**config.mk**
```make
export PLATFORM = sky130hd
export DESIGN_NAME = shup_exec
export DESIGN_NICKNAME = d
export VERILOG_FILES = /design/src/rtl/shup_pkg.sv /design/src/rtl/shup_decode.sv /design/src/rtl/shup_barrel.sv /design/src/rtl/shup_upper.sv /design/src/rtl/shup_exec.sv
export SDC_FILE = /design/constraint.sdc
export NUM_CORES = 1
export LEC_CHECK = 0
export CORE_MARGIN = 8
export CORE_UTILIZATION = 30
export DETAILED_ROUTE_END_ITERATION = 6
export PLACE_DENSITY = 0.63
export SKIP_LAST_GASP = 1
export SLEW_MARGIN = 20
export SYNTH_ARGS = -nofsm -noshare
export SYNTH_HDL_FRONTEND = slang
export SYNTH_SLANG_ARGS = --single-unit
```
**constraint.sdc**
```tcl
create_clock -name clk_i -period 2 [get_ports clk_i]
set_clock_uncertainty 0.15 [all_clocks]
set_input_delay 0.2 -clock clk_i [delete_from_list [all_inputs] [get_ports clk_i]]
set_output_delay 0.2 -clock clk_i [all_outputs]
set_load 0.05 [all_outputs]
```
**src/rtl/shup_pkg.sv**
```systemverilog
package shup_pkg;
  localparam int unsigned XLEN = 32;
  localparam int unsigned SHW  = $clog2(XLEN);

  localparam logic [6:0] OPC_IMM   = 7'b0010011;
  localparam logic [6:0] OPC_LUI   = 7'b0110111;
  localparam logic [6:0] OPC_AUIPC = 7'b0010111;
  localparam logic [2:0] F3_SLL    = 3'b001;
  localparam logic [2:0] F3_SRX    = 3'b101;
  localparam logic [6:0] F7_BASE   = 7'b0000000;
  localparam logic [6:0] F7_ARITH  = 7'b0100000;

  typedef enum logic [2:0] {
    OP_SLL, OP_SRL, OP_SRA, OP_LUI, OP_AUIPC, OP_BAD
  } op_e;
endpackage

```
**src/rtl/shup_decode.sv**
```systemverilog
module shup_decode
  import shup_pkg::*;
(
  input  logic [31:0] instr_i,
  output op_e         op_o
);
  logic [6:0] opc, f7;
  logic [2:0] f3;

  assign opc = instr_i[6:0];
  assign f3  = instr_i[14:12];
  assign f7  = instr_i[31:25];

  always_comb begin
    op_o = OP_BAD;
    unique case (opc)
      OPC_LUI:   op_o = OP_LUI;
      OPC_AUIPC: op_o = OP_AUIPC;
      OPC_IMM: begin
        if (f3 == F3_SLL && f7 == F7_BASE)       op_o = OP_SLL;
        else if (f3 == F3_SRX && f7 == F7_BASE)  op_o = OP_SRL;
        else if (f3 == F3_SRX && f7 == F7_ARITH) op_o = OP_SRA;
      end
      default: op_o = OP_BAD;
    endcase
  end
endmodule

```
**src/rtl/shup_barrel.sv**
```systemverilog
module shup_barrel #(
  parameter int unsigned WIDTH = 32,
  localparam int unsigned AW   = $clog2(WIDTH)
) (
  input  logic [WIDTH-1:0] data_i,
  input  logic [AW-1:0]    amt_i,
  input  logic             left_i,
  input  logic             arith_i,
  output logic [WIDTH-1:0] data_o
);
  logic [WIDTH-1:0] stage [0:AW];
  logic [WIDTH-1:0] rev_in, last;
  logic             fill;

  // left shift = reverse, shift right, reverse
  always_comb begin
    for (int i = 0; i < WIDTH; i++) rev_in[i] = data_i[WIDTH-1-i];
  end

  assign stage[0] = left_i ? rev_in : data_i;
  assign fill     = arith_i & ~left_i & data_i[WIDTH-1];

  for (genvar k = 0; k < AW; k++) begin : g_stage
    localparam int unsigned S = 1 << k;
    assign stage[k+1] = amt_i[k] ? {{S{fill}}, stage[k][WIDTH-1:S]} : stage[k];
  end

  assign last = stage[AW];

  always_comb begin
    data_o = last;
    if (left_i) begin
      for (int i = 0; i < WIDTH; i++) data_o[i] = last[WIDTH-1-i];
    end
  end
endmodule

```
**src/rtl/shup_upper.sv**
```systemverilog
module shup_upper
  import shup_pkg::*;
(
  input  logic [19:0]     imm_i,
  input  logic [XLEN-1:0] pc_i,
  input  logic            add_pc_i,
  output logic [XLEN-1:0] data_o
);
  logic [XLEN-1:0] imm_ext;

  assign imm_ext = {imm_i, 12'h000};
  assign data_o  = add_pc_i ? (pc_i + imm_ext) : imm_ext;  // wraps mod 2^32
endmodule

```
**src/rtl/shup_exec.sv**
```systemverilog
module shup_exec
  import shup_pkg::*;
(
  input  logic            clk_i,
  input  logic            rst_ni,
  input  logic            valid_i,
  input  logic [31:0]     instr_i,
  input  logic [XLEN-1:0] pc_i,
  input  logic [XLEN-1:0] src_i,
  output logic [4:0]      rd_o,
  output logic [XLEN-1:0] result_o,
  output logic            wen_o,
  output logic            illegal_o
);
  op_e             op;
  logic            legal, is_shift;
  logic [SHW-1:0]  amt;
  logic [4:0]      rd_idx;
  logic [XLEN-1:0] sh_res, up_res, nxt_res;

  assign amt    = instr_i[20 +: SHW];
  assign rd_idx = instr_i[11:7];

  shup_decode u_dec (
    .instr_i (instr_i),
    .op_o    (op)
  );

  shup_barrel #(.WIDTH(XLEN)) u_sh (
    .data_i  (src_i),
    .amt_i   (amt),
    .left_i  (op == OP_SLL),
    .arith_i (op == OP_SRA),
    .data_o  (sh_res)
  );

  shup_upper u_up (
    .imm_i    (instr_i[31:12]),
    .pc_i     (pc_i),
    .add_pc_i (op == OP_AUIPC),
    .data_o   (up_res)
  );

  assign is_shift = (op == OP_SLL) || (op == OP_SRL) || (op == OP_SRA);
  assign legal    = (op != OP_BAD);

  always_comb begin
    if (is_shift)   nxt_res = sh_res;
    else if (legal) nxt_res = up_res;
    else            nxt_res = '0;
  end

  always_ff @(posedge clk_i or negedge rst_ni) begin
    if (!rst_ni) begin
      rd_o      <= '0;
      result_o  <= '0;
      wen_o     <= 1'b0;
      illegal_o <= 1'b0;
    end else begin
      wen_o     <= valid_i & legal & (rd_idx != 5'd0);
      illegal_o <= valid_i & ~legal;
      if (valid_i) begin
        rd_o     <= rd_idx;
        result_o <= nxt_res;
      end
    end
  end

  AST_FLAGS_EXCL: assert property (@(posedge clk_i) disable iff (!rst_ni)
    !(wen_o && illegal_o));
  AST_NO_X0_WRITE: assert property (@(posedge clk_i) disable iff (!rst_ni)
    wen_o |-> rd_o != 5'd0);
  AST_IDLE_QUIET: assert property (@(posedge clk_i) disable iff (!rst_ni)
    !valid_i |=> !wen_o && !illegal_o);
  AST_ZERO_AMT: assert property (@(posedge clk_i) disable iff (!rst_ni)
    valid_i && is_shift && amt == '0 |=> result_o == $past(src_i));
  AST_SRA_SIGN: assert property (@(posedge clk_i) disable iff (!rst_ni)
    valid_i && op == OP_SRA |=> result_o[XLEN-1] == $past(src_i[XLEN-1]));
  AST_LUI_LOW: assert property (@(posedge clk_i) disable iff (!rst_ni)
    valid_i && op == OP_LUI |=> result_o[11:0] == 12'h000);
endmodule

```
==> flow_summary.yaml <==
drt:
  ant_nets: 0
  drt_pre_antenna_iters: 5
  wl_per_cell_um: 19.5
  drc: 0
  drt_iter0_drc: 516
  avgViaCountPerCell: 5.52
  wirelength_um: 23100
  vias: 6557
synthesis:
  ys_seq_area_share_pct: 17.4
  ys_seq_elements: 39
  synth_flop_cell: "dfrtp_1"
  synth_common_cells: "66 x nor2_1, 54 x nand2_1, 49 x a21oi_1, 49 x mux4_2, 44 x o21ai_0"
  synth_area_mm2: 0.00559
  avgSynthCellArea_um2: 8.94
  syn_nets: 745
  synth.largest_area_cell: "mux4_2"
  synth_cell_types: 75
  synth_top_cell_area_share_pct: 19.7
  synth_most_common_cell: "nor2_1"
  synthArstFlopShare_pct: 100
  yosysWarnings: 0
  syn_inst: 626
  ys_top_cells_by_area: "mux4_2 20%, dfrtp_1 17%, mux2i_1 5.9%, nor2_1 4.4%, a21oi_1 4.4%"
  synth_edf_count: 0
die:
  dieHeight_um: 153
  dieArea_mm2: 0.0233
  die_w_um: 153
  start_util_pct: 30.2
  rows: 50
  io_pins: 138
  core-area_mm2: 0.0185
sta:
  tightest_slew_ns: 0.678
  drv_slew: 0
  max_freq_mhz: 300
  timing.setup.tns_ns: -37.73
  timing.final.crit_share_pct: 167
  finalHoldViolCount: 0
  setup_slack_ns: -1.33
  setup_viol: 32
  rsz0062_at_grt: "true"
  min_period_ns: 3.33
  slew_headroom_pct: 54.6
global_routing:
  grt-ovfl-total: 0
  grt_pass1_vias: 6581
  track_usage_pct: 19.2
  grt_pass1_wl_um: 36400
  grt_start_max_net_pins: 37
  antenna_found_initial: 0
hold_path:
  min_path_type: "input pin to flop"
clock_tree:
  clockRootBuffer: "clkbuf_16"
  path_clk_slew_ns: 0.06
  cts_buffers: 5
  clock_path_buffers: 2
  cts_sinks: 39
  cts_tree: "done"
  clock_latency_ns: 0.28
  cts_max_level: 2
status:
  status: "finished with violations"
  violations: "setup timing"
placed_design:
  place_inst: 1157
  dp_hpwl_um: 18800
  gp_congestion: 0.925
  postPlaceCellArea_mm2: 0.00868
  place_ws_ns: -2.16
  io_buffers: 137
pwr:
  p_leak_nw: 4.02
  power_mw: 3.99
  worst_ir_drop_vdd_uv: 352
  power_density_mw_per_mm2: 416
worst_setup_path:
  critPathRequiredTime_ns: 2.02
  cp_max_fo: 7
  crit_type: "input pin to flop"
  endpoint_kind: "flop"
  cp_data_arrival_time_ns: 3.35
  crit_path_start_kind: "input pin"
layout:
  nets: 1072
  syn_to_final_growth_pct: 71.1
  fin_cells: 1188
  stdcell_area_mm2: 0.00957
  drive_above_1_share_pct: 41.2
  diodes: 0
run:
  drv_cap: 0
what timing repair did:
item | 4_1_cts | 5_1_grt
cloned | 2 | 0
gates resized for setup | 136 | 45
endpoints found under the setup margin | 32 | 32
endpoints found under the hold margin | 17 | 0
buffers inserted | 16 | 11
pin swaps | 48 | 42
hold buffers | 1 | 0
power by group:
group	total [mW]	switching (mW)	internal, mW
logic	2.19	1.08	1.11
clock network	0.935	0.340	0.595
registers	0.864	0.0278	0.837
total	3.99	1.45	2.54
routing by layer:
metal,vias up,track usage (%),part of all wire [%]
li1,3110,-,-
met1,3147,25.5,45
met2,263,31.0,46
met3,37,3.72,6.7
met4,0,5.80,2.9
met5,-,0,0
sequential cells by signal, summed over array words and instances (netlist names):
register,count
illegal_o,1
wen_o,1
rd_o,5
result_o,32
metrics by stage:
step / utilization (%) / hold WS, ns
after global routing: 51.7 / 0.253
after detailed placement: 46.9 / 0.0289
after floorplan: - / -0.246
after CTS: 50.5 / 0.209
after global placement: 46.9 / 0.0204
final: 51.7 / 0.209
worst paths after layout:
kind | startpoint | slack (ns) | endpoint | depth (start not counted)
min | instr_i[2] | 0.21 | illegal_o | 4
min in group asynchronous | rst_ni | 0.27 | result_o[13] | 2
max | instr_i[26] | -1.33 | result_o[20] | 11
max in group asynchronous | rst_ni | 0.96 | result_o[16] | 3
max reg2reg | result_o[20] | 1.06 | result_o[20] | 1
min reg2reg | result_o[13] | 0.34 | result_o[13] | 2
logic make-up after synthesis:
group | count (synthesis) | synth area share (%)
AOI/OAI and AO/OA | 201 | 24.0
xor gates and xnor gates | 12 | 2.21
adders and majority gates | 20 | 4.61
buffers and inverters | 63 | 4.92
DFF | 39 | 17.4
muxes | 97 | 29.9
and+or+nand+nor | 194 | 17.0
area by class of cell:
type                       instances  area (um2)
fill                            1696        8950
multi-input combinational        525        4830
timing repair buffer             363        3230
sequential                        39         976
tap                              234         293
clock buffer                       5         125
inverter                          19        71.3
clock inverter                     3        47.5
worst max-delay path, stage by stage:
cell,delay [ns]
buf_6,0.10
nor4b_4,0.30
buf_4,0.18
nand4_4,0.14
nor2_4,0.21
buf_12,0.16
mux4_2,0.55
mux4_2,0.52
mux4_2,0.48
a211o_1,0.26
mux2_4,0.25
cell usage in the layout, fill, tap and decap left out, types with 11 or more instances in the layout:
master | synthesis | routed
a21oi_1 | 49 | 42
a221oi_2 | 0 | 15
buf_4 | 2 | 196
buf_6 | 2 | 24
clkdlybuf4s50_1 | 0 | 117
dfrtp_1 | 39 | 39
ha_1 | 19 | 19
inv_1 | 17 | 17
mux2i_1 | 33 | 23
mux4_2 | 49 | 53
nand2_1 | 54 | 52
nand3_1 | 21 | 20
nor2_1 | 66 | 64
o211ai_1 | 11 | 11
o21ai_0 | 44 | 35
(Power assumes the default switching activity.)
